===== src/rtl/clkdiv_pkg.sv =====
package clkdiv_pkg;
    localparam int unsigned CD_CODE_W    = 5;
    localparam int unsigned CD_SHIFT_W   = 2;
    localparam int unsigned CD_RESET_DIV = 16;
endpackage


===== src/rtl/clkdiv_decode.sv =====
module clkdiv_decode #(
    parameter int unsigned CODE_W = 5
) (
    input  logic [CODE_W-1:0] code_i,
    output logic [CODE_W:0]   ratio_o
);
    localparam int unsigned RATIO_W = CODE_W + 1;
    localparam logic [RATIO_W-1:0] MAX_RATIO = RATIO_W'(1) << CODE_W;

    always_comb begin
        if (code_i == '0) begin
            ratio_o = MAX_RATIO;
        end else begin
            ratio_o = {1'b0, code_i};
        end
    end
endmodule


===== src/rtl/clkdiv_counter.sv =====
module clkdiv_counter #(
    parameter int unsigned CODE_W    = 5,
    parameter int unsigned RESET_DIV = 16
) (
    input  logic              clk_i,
    input  logic              rst_ni,
    input  logic [CODE_W:0]   ratio_i,
    output logic [CODE_W-1:0] cnt_o,
    output logic [CODE_W:0]   ratio_o,
    output logic              main_o,
    output logic              main_next_o,
    output logic              run_o
);
    localparam int unsigned RATIO_W = CODE_W + 1;
    localparam logic [RATIO_W-1:0] RATIO_RST = RATIO_W'(RESET_DIV);

    typedef struct packed {
        logic [CODE_W-1:0]  cnt;
        logic [RATIO_W-1:0] ratio;
        logic               main;
        logic               run;
    } cnt_state_t;

    cnt_state_t st_d, st_q;
    logic       last_cycle;

    always_comb begin
        st_d       = st_q;
        last_cycle = ({1'b0, st_q.cnt} == (st_q.ratio - RATIO_W'(1)));
        if (!st_q.run) begin
            st_d.run = 1'b1;
            st_d.cnt = '0;
        end else if (last_cycle) begin
            st_d.cnt   = '0;
            st_d.ratio = ratio_i;
        end else begin
            st_d.cnt = st_q.cnt + CODE_W'(1);
        end
        st_d.main = st_d.run && ({1'b0, st_d.cnt} < (st_d.ratio >> 1));
    end

    always_ff @(posedge clk_i or negedge rst_ni) begin
        if (!rst_ni) begin
            st_q.cnt   <= '0;
            st_q.ratio <= RATIO_RST;
            st_q.main  <= 1'b0;
            st_q.run   <= 1'b0;
        end else begin
            st_q <= st_d;
        end
    end

    assign cnt_o       = st_q.cnt;
    assign ratio_o     = st_q.ratio;
    assign main_o      = st_q.main;
    assign main_next_o = st_d.main;
    assign run_o       = st_q.run;
endmodule


===== src/rtl/clkdiv_phase.sv =====
module clkdiv_phase #(
    parameter int unsigned SHIFT_W = 2
) (
    input  logic               clk_i,
    input  logic               rst_ni,
    input  logic               main_next_i,
    input  logic [SHIFT_W-1:0] shift_i,
    input  logic               flip_i,
    input  logic               en_i,
    input  logic               bypass_i,
    output logic               phase_o
);
    localparam int unsigned MAX_SHIFT = (1 << SHIFT_W) - 1;

    typedef struct packed {
        logic [MAX_SHIFT-1:0] line;
        logic                 phase;
    } ph_state_t;

    ph_state_t          st_d, st_q;
    logic [SHIFT_W-1:0] eff_shift;
    logic               tap;

    always_comb begin
        st_d         = st_q;
        st_d.line[0] = main_next_i;
        for (int i = 1; i < MAX_SHIFT; i++) begin
            st_d.line[i] = st_q.line[i-1];
        end
        eff_shift = bypass_i ? '0 : shift_i;
        tap       = main_next_i;
        for (int i = 1; i <= MAX_SHIFT; i++) begin
            if (eff_shift == SHIFT_W'(i)) begin
                tap = st_q.line[i-1];
            end
        end
        st_d.phase = en_i & (tap ^ (flip_i & ~bypass_i));
    end

    always_ff @(posedge clk_i or negedge rst_ni) begin
        if (!rst_ni) begin
            st_q.line  <= '0;
            st_q.phase <= 1'b0;
        end else begin
            st_q <= st_d;
        end
    end

    assign phase_o = st_q.phase;
endmodule


===== src/rtl/clkdiv_phased.sv =====
module clkdiv_phased
    import clkdiv_pkg::*;
#(
    parameter int unsigned CODE_W    = CD_CODE_W,
    parameter int unsigned SHIFT_W   = CD_SHIFT_W,
    parameter int unsigned RESET_DIV = CD_RESET_DIV
) (
    input  logic               clk_i,
    input  logic               rst_ni,
    input  logic [CODE_W-1:0]  div_code_i,
    input  logic [SHIFT_W-1:0] shift_i,
    input  logic               flip_i,
    input  logic               phase_en_i,
    output logic               div_clk_o,
    output logic               phase_clk_o,
    output logic               running_o
);
    localparam int unsigned RATIO_W = CODE_W + 1;

    logic [RATIO_W-1:0] ratio_sel;
    logic [RATIO_W-1:0] ratio_q;
    logic [CODE_W-1:0]  cnt_q;
    logic               main_q;
    logic               main_d;
    logic               run_q;
    logic               phase_q;
    logic               bypass;

    clkdiv_decode #(.CODE_W(CODE_W)) u_dec (
        .code_i  (div_code_i),
        .ratio_o (ratio_sel)
    );

    clkdiv_counter #(.CODE_W(CODE_W), .RESET_DIV(RESET_DIV)) u_cnt (
        .clk_i       (clk_i),
        .rst_ni      (rst_ni),
        .ratio_i     (ratio_sel),
        .cnt_o       (cnt_q),
        .ratio_o     (ratio_q),
        .main_o      (main_q),
        .main_next_o (main_d),
        .run_o       (run_q)
    );

    assign bypass = (ratio_q == RATIO_W'(1));

    clkdiv_phase #(.SHIFT_W(SHIFT_W)) u_ph (
        .clk_i       (clk_i),
        .rst_ni      (rst_ni),
        .main_next_i (main_d),
        .shift_i     (shift_i),
        .flip_i      (flip_i),
        .en_i        (phase_en_i),
        .bypass_i    (bypass),
        .phase_o     (phase_q)
    );

    assign div_clk_o   = bypass ? clk_i : main_q;
    assign phase_clk_o = bypass ? (phase_en_i & clk_i) : phase_q;
    assign running_o   = run_q;
endmodule


===== config.mk =====
export PLATFORM = sky130hd
export DESIGN_NAME = clkdiv_phased
export DESIGN_NICKNAME = d
export VERILOG_FILES = /design/src/rtl/clkdiv_pkg.sv /design/src/rtl/clkdiv_decode.sv /design/src/rtl/clkdiv_counter.sv /design/src/rtl/clkdiv_phase.sv /design/src/rtl/clkdiv_phased.sv
export SDC_FILE = /design/constraint.sdc
export NUM_CORES = 1
export LEC_CHECK = 0
export ABC_CLOCK_PERIOD_IN_PS = 2700
export BUFFER_PORTS_ARGS = -buffer_cell sky130_fd_sc_hd__clkbuf_2
export CAP_MARGIN = 20
export CORE_ASPECT_RATIO = 1.4
export CORE_MARGIN = 4
export CORE_UTILIZATION = 50
export DETAILED_ROUTE_END_ITERATION = 12
export PLACE_DENSITY = 0.83
export SYNTH_ARGS = -nofsm -noshare
export SYNTH_HDL_FRONTEND = slang
export SYNTH_SLANG_ARGS = --single-unit

===== constraint.sdc =====
create_clock -name clk_i -period 2.7 [get_ports clk_i]
set_input_delay 0.135 -clock clk_i [delete_from_list [all_inputs] [get_ports clk_i]]
set_output_delay 0.135 -clock clk_i [all_outputs]
set_load 0.03 [all_outputs]

==> impl_metrics.env, run 1 <==
export IMPL_finalNonFillerCells=167
export IMPL_whs_endpoint="u_cnt.ratio_o[1]$_DFF_PN0_"
export IMPL_rr_startpoint="u_cnt.ratio_o[4]$_DFF_PN1_"
export IMPL_cts_tree="done"
export IMPL_finalHoldViolCount=0
export IMPL_ys_warn_count=0
export IMPL_synth_area_leaders="dfrtp_1 (38%), ha_1 (8.8%), xnor2_1 (6.1%), mux2i_1 (5.0%), nor2_1 (3.8%)"
export IMPL_die_h_um=60.9
export IMPL_grtUsageTotal_pct=29.1
export IMPL_drive_gt1_share_pct=42.2
export IMPL_antenna_found_initial=0
export IMPL_via_count=1029
export IMPL_rows=18
export IMPL_place_ws_ns=-0.268
export IMPL_outcome="finished, violations left"
export IMPL_synth_top_area_cell="dfrtp_1"
export IMPL_syn_area_per_cell_um2=9.90
export IMPL_grt_pass1_vias=1093
export IMPL_async_flop_share_pct=100
export IMPL_syn_nets=119
export IMPL_max_freq_mhz=338
export IMPL_synthMostInstantiatedCell="dfrtp_1"
export IMPL_rsz0062_at_grt="yes"
export IMPL_core_area_um2=1820
export IMPL_yosys_most_used_dff="dfrtp_1"
export IMPL_crit_buf_inv=1
export IMPL_power_density_nw_per_um2=1180
export IMPL_via_per_inst=6.16
export IMPL_synthTopCellsByCount="dfrtp_1 (15), nor2_1 (10), nand2_1 (8)"
export IMPL_drt_iter0_drc=75
export IMPL_min_path_type="in2reg"
export IMPL_overflow=0
export IMPL_initial_utilization_pct=54.8
export IMPL_hpwlAfterDp_um=1710
export IMPL_setup_viol=2
export IMPL_critPathTopFamily="compound AO/OA/AOI/OAI gates"
export IMPL_netlist_instances=101
export IMPL_clock_latency_ns=0.43
export IMPL_maxCapViolCount=0
export IMPL_p_leak_uw=0.000687
export IMPL_criticalPathCategory="reg2reg"
export IMPL_synth_distinct_cells=33
export IMPL_wl_per_cell_um=20.1
export IMPL_io_buffer_count=13
export IMPL_fin_ws_ns=-0.258
export IMPL_grt_pass1_wl_um=5270
export IMPL_yosys_register_bits=16
export IMPL_synth_top_cell_area_share_pct=37.5
export IMPL_diodes=0
export IMPL_crit_path_end_kind="flop"
export IMPL_crit_slowest_cell="dfstp_2"
export IMPL_worst_hold_slack_ns=0.158
export IMPL_grt_max_degree=17
export IMPL_crit_required_ns=3.04
export IMPL_synth_edf_count=0
export IMPL_netlist_area_um2=1000
export IMPL_fin_crit_ns=2.96
export IMPL_r2r_cells=12
export IMPL_final_max_slew_viol_count=0
export IMPL_placed_cells=148
export IMPL_cp_max_fo=5
export IMPL_rrSetupSlack_ns=-0.26
export IMPL_crit_path_cell_trace="nor3_2 -> a21o_1 -> a2111oi_4 -> buf_4 -> nand3_4 -> mux2i_4 -> ha_4 -> a21oi_2 -> nor2_1 -> a211oi_2 -> o31a_1 -> mux2i_1"
export IMPL_drc_errors=0
export IMPL_wl_um=3360
export IMPL_total_power_uw=1750
export IMPL_clk_pin_slew_ns=0.08
export IMPL_gp_congestion=0.895
export IMPL_die_w_um=45.8
export IMPL_skew_ns=0.0152
export IMPL_dr_pass1_iters=4
export IMPL_critical_path_startpoint_type="flop"
export IMPL_area_delta_synth_final_pct=47.4
export IMPL_finalNetCount=165
export IMPL_die_area_um2=2790
export IMPL_io_pins=14
export IMPL_whs_path_depth=3
export IMPL_min_period_over_period_pct=110
export IMPL_cpPeakStageDelay_ns=0.57
export IMPL_violations="setup timing"
export IMPL_hold_start="div_code_i[1]"
export IMPL_ys_seq_area_share_pct=40.2
export IMPL_peakVddDrop_uv=777
export IMPL_final_antenna_net_count=0
export IMPL_r2r_end="u_ph.phase_o$_DFF_PN0_"
export IMPL_arrival_ns=3.30
[cell type report]
type | count | area (um2)
Clock buffer | 11 | 80.1
Fill cell | 87 | 350
Inverter | 6 | 22.5
Multi-Input combinational cell | 79 | 699
Sequential cell | 16 | 402
Tap cell | 20 | 25.0
Timing Repair Buffer | 35 | 245
[worst register-to-register path, cell delays in order (launching register included)]
cell and delay, ns:
dfstp_2 0.57, nor3_2 0.07, a21o_1 0.21, a2111oi_4 0.41, buf_4 0.19, nand3_4 0.14
mux2i_4 0.27, ha_4 0.25, a21oi_2 0.11, nor2_1 0.07, a211oi_2 0.17, o31a_1 0.23
mux2i_1 0.20
[layer usage]
metal	track usage, %	share of wire (%)
met1	31.1	38
met2	44.5	48
met3	9.20	7.5
met4	26.4	6.3
met5	0	0
[cells by family (layout without fill, tap and decap cells)]
group	after synthesis	in the layout	synth area share, %
AND/OR/NAND/NOR	36	36	18.9
AO/OA/AOI/OAI	18	18	13.5
flip-flops	16	16	40.2
XOR/XNOR	10	10	8.76
adder cells (fa/ha/maj)	7	7	8.76
multiplexers	7	7	7.26
buffers and inverters	6	52	2.25
other	1	1	0.375
[where the power goes]
part           internal (uW)  switching (uW)  total [uW]
logic                    515             500        1020
clock network            171             149         320
registers                322            87.8         410
[what timing repair did]
item                                    in CTS  in global routing
resized for setup                            9                 10
endpoints found under the hold margin       19                  0
hold buffers                                 4                  0
setup buffers                                4                  2
pin swaps                                    4                  3
endpoints found under the setup margin       2                  2
[registers in the layout, summed over array words and instances, names as in the netlist]
| name | count |
|---|---|
| u_cnt.ratio_o | 6 |
| u_ph.phase_o | 1 |
| u_cnt.cnt_o | 5 |
| u_cnt.run_o | 1 |
| u_ph.st_q | 1 |
| u_ph.st_d | 2 |
[worst max path at each step]
stage               cells past startpoint  slack (ns)                         start                endpoint
global route                           12       -0.37    u_cnt.ratio_o[2]$_DFF_PN0_  u_ph.phase_o$_DFF_PN0_
detailed placement                     12       -0.27  u_cnt.ratio_o[0]$_DFFE_PN0P_  u_ph.phase_o$_DFF_PN0_
CTS                                    12       -0.14    u_cnt.ratio_o[2]$_DFF_PN0_  u_ph.phase_o$_DFF_PN0_
floorplan                              12       0.003  u_cnt.ratio_o[0]$_DFFE_PN0P_  u_ph.phase_o$_DFF_PN0_
global placement                       12       -0.20    u_cnt.ratio_o[2]$_DFF_PN0_  u_ph.phase_o$_DFF_PN0_
finish                                 12       -0.26    u_cnt.ratio_o[4]$_DFF_PN1_  u_ph.phase_o$_DFF_PN0_
[metrics by stage]
stage	TNS, ns	instance area [um2]	utilization, %
final	-0.372	1470	80.8
after global routing	-0.590	1470	80.8
after CTS	-0.143	1380	75.9
after detailed placement	-0.343	1200	65.8
after global placement	-0.223	1200	65.8
after floorplan	0	1010	-
[cell usage in the layout, fill, tap and decap left out, drive strengths merged]
cell	count
and3b	1
nand3b	1
xor2	3
o211ai	1
dfrtp	15
dfstp	1
mux2i	5
and3	1
or4	1
a21oi	3
buf	20
a21o	3
a32oi	1
o21ai	5
nor3	3
dlygate4sd3	4
a31oi	2
inv	6
xnor2	7
nand3	5
conb	1
nand2	8
clkbuf	22
or3	1
a2111oi	1
mux2	2
ha	7
a211oi	1
nor2b	3
nor2	10
nor3b	1
o31a	1
and4	1
(Power assumes the default switching activity.)
==> run 2: changes to the inputs <==
--- a/config.mk
+++ b/config.mk
@@ -5,6 +5,7 @@
 export SDC_FILE = /design/constraint.sdc
 export NUM_CORES = 1
 export LEC_CHECK = 0
+export ABC_AREA = 1
 export ABC_CLOCK_PERIOD_IN_PS = 2700
 export BUFFER_PORTS_ARGS = -buffer_cell sky130_fd_sc_hd__clkbuf_2
 export CAP_MARGIN = 20
@@ -12,7 +13,7 @@
 export CORE_MARGIN = 4
 export CORE_UTILIZATION = 50
 export DETAILED_ROUTE_END_ITERATION = 12
-export PLACE_DENSITY = 0.83
+export PLACE_DENSITY = 0.82
 export SYNTH_ARGS = -nofsm -noshare
 export SYNTH_HDL_FRONTEND = slang
 export SYNTH_SLANG_ARGS = --single-unit
==> impl_metrics.env, run 2 <==
export IMPL_clockPowerShare_pct=19.6
export IMPL_largest_reg_flops=6
export IMPL_cts_tree="done"
export IMPL_via_count=1051
export IMPL_synthMostInstantiatedCell="nand2_1"
export IMPL_grt_pass1_vias=1043
export IMPL_grt_max_degree=17
export IMPL_multiInputGateArea_um2=684
export IMPL_wl_per_cell_um=14.1
export IMPL_drive_gt1_share_pct=42.1
export IMPL_maxCapViolCount=0
export IMPL_core_area_um2=2000
export IMPL_synth_area_leaders="dfrtp_1 (35%), nand2_1 (10%), ha_1 (8.2%), inv_1 (7.4%), nand3_1 (4.7%)"
export IMPL_rows=19
export IMPL_diodes=0
export IMPL_crit_path_end_kind="flop"
export IMPL_register_area_um2=402
export IMPL_yosys_most_used_dff="dfrtp_1"
export IMPL_antenna_found_initial=0
export IMPL_placed_cells=179
export IMPL_gp_congestion=0.859
export IMPL_critical_path_startpoint_type="flop"
export IMPL_intPower_uw=852
export IMPL_io_buffer_count=13
export IMPL_synth_top_area_cell="dfrtp_1"
export IMPL_final_antenna_net_count=0
export IMPL_finalNetCount=189
export IMPL_via_per_inst=5.47
export IMPL_clock_latency_ns=0.39
export IMPL_async_flop_share_pct=100
export IMPL_setup_viol=1
export IMPL_r2r_cells=17
export IMPL_initial_utilization_pct=53.3
export IMPL_final_common_cell="nand2_1"
export IMPL_die_area_um2=2940
export IMPL_p_sw_share_pct=43.7
export IMPL_synth_top_cell_area_share_pct=35.3
export IMPL_drc_errors=0
export IMPL_grt_pass1_wl_um=4250
export IMPL_max_freq_mhz=355
export IMPL_synth_edf_count=0
export IMPL_overflow=0
export IMPL_die_h_um=62.6
export IMPL_die_w_um=47
export IMPL_synthTopCellsByCount="nand2_1 (29), inv_1 (21), dfrtp_1 (15)"
export IMPL_wl_um=2700
export IMPL_finalNonFillerCells=192
export IMPL_drt_iter0_drc=22
export IMPL_worst_hold_slack_ns=0.0112
export IMPL_whs_path_depth=2
export IMPL_outcome="finished, violations left"
export IMPL_p_leak_uw=0.000727
export IMPL_peakVddDrop_uv=591
export IMPL_synth_distinct_cells=28
export IMPL_violations="setup timing"
export IMPL_arrival_ns=3.11
export IMPL_area_delta_synth_final_pct=36.5
export IMPL_cp_max_fo=6
export IMPL_final_cell_mix="nand2_1 (26), inv_1 (16), dfrtp_1 (15), clkbuf_2 (13), buf_4 (11)"
export IMPL_io_pins=14
export IMPL_hpwlAfterDp_um=1900
export IMPL_power_density_nw_per_um2=1040
export IMPL_dr_pass1_iters=4
export IMPL_min_path_type="in2reg"
export IMPL_final_max_slew_viol_count=0
export IMPL_skew_ns=0.00473
export IMPL_p_comb_share_pct=54.4
export IMPL_fill_cells=138
export IMPL_rsz0062_at_grt="yes"
export IMPL_netlist_area_um2=1060
export IMPL_pwr_share_seq_pct=26.0
export IMPL_ys_seq_area_share_pct=37.7
export IMPL_final_cell_area_um2=1450
export IMPL_switching_power_uw=661
export IMPL_crit_required_ns=2.99
export IMPL_final_core_util_pct=72.8
export IMPL_fin_ws_ns=-0.114
export IMPL_criticalPathCategory="reg2reg"
export IMPL_syn_nets=153
export IMPL_syn_area_per_cell_um2=7.89
export IMPL_finalHoldViolCount=0
export IMPL_place_area_um2=1240
export IMPL_ys_warn_count=0
export IMPL_min_period_over_period_pct=104
export IMPL_clk_pin_slew_ns=0.09
export IMPL_grtUsageTotal_pct=20.1
export IMPL_netlist_instances=135
export IMPL_fin_crit_ns=2.81
export IMPL_yosys_register_bits=16
[run 2: worst paths after layout]
check / startpoint / to / slack (ns)
max: u_cnt.ratio_o[4]$_DFF_PN1_ / u_ph.phase_o$_DFF_PN0_ / -0.11
min: div_code_i[1] / u_cnt.ratio_o[1]$_DFF_PN0_ / 0.01
max reg2reg: u_cnt.ratio_o[4]$_DFF_PN1_ / u_ph.phase_o$_DFF_PN0_ / -0.11
min reg2reg: u_ph.st_d[3]$_DFF_PN0_ / u_ph.st_q[3]$_DFF_PN0_ / 0.40
max in group asynchronous: rst_ni / u_cnt.ratio_o[4]$_DFF_PN1_ / 2.20
min in group asynchronous: rst_ni / u_ph.phase_o$_DFF_PN0_ / 0.19
[run 2: critical path: stages (launching register included)]
cell and delay (ns):
dfstp_2 0.60, inv_1 0.07, nand2_1 0.06, nand2_1 0.09, xnor2_2 0.15, nor2_4 0.15
nand3_4 0.13, or2_0 0.24, o21ai_2 0.10, ha_4 0.23, a21oi_2 0.15, nor2_2 0.05
a211oi_2 0.23, nand3_1 0.11, nand2_1 0.10, nand2_2 0.07, a21oi_2 0.14, nor2_1 0.05
[run 2: power groups by stage]
stage | Combinational, uW | Sequential (uW) | Clock [uW]
2_1_floorplan | 446 | 370 | 30.6
3_3_place_gp | 628 | 381 | 38.1
3_5_place_dp | 652 | 386 | 38.1
4_1_cts | 707 | 386 | 300
5_1_grt | 918 | 400 | 324
6_report | 822 | 394 | 297
[run 2: cell families (layout without fill, tap and decap cells)]
group	after synthesis	after routing	share of synthesized area, %
buf+inv	24	60	8.70
flops	16	16	37.7
other cells	1	1	0.352
mux	1	1	1.06
fa+ha+maj	7	7	8.23
simple gates	67	67	31.8
compound gates	13	13	7.17
xor+xnor	6	6	4.94
[run 2: metrics by stage]
stage / setup WS, ns / total power (uW) / setup TNS (ns)
6_report: -0.114 / 1510 / -0.114
5_1_grt: -0.293 / 1640 / -0.332
4_1_cts: -0.127 / 1390 / -0.127
3_5_place_dp: -0.207 / 1080 / -0.207
3_3_place_gp: -0.0662 / 1050 / -0.0662
2_1_floorplan: -0.0265 / 847 / -0.0265
[run 2: metal layers]
layer  global-route usage [%]  vias to the layer above  part of all wire (%)
met4                     13.5                        0                   2.4
li1                         -                      507                     -
met5                        0                        -                     0
met3                     3.46                       10                   4.1
met2                     33.3                       28                    57
met1                     21.5                      506                    36
[run 2: cell type report]
cell class	instances	share of cell area, %
Tap cell	21	1.81
Multi-Input combinational cell	95	47.1
Inverter	24	6.37
Clock buffer	11	5.51
Sequential cell	16	27.6
Timing Repair Buffer	25	11.6
[run 2: repair_timing]
item                                    in CTS  in global routing
hold buffers                                 2                  0
endpoints found under the setup margin       2                  2
buffers inserted                             1                  1
gates resized for setup                      7                 23
pin swaps                                    8                 12
endpoints found under the hold margin       17                  0
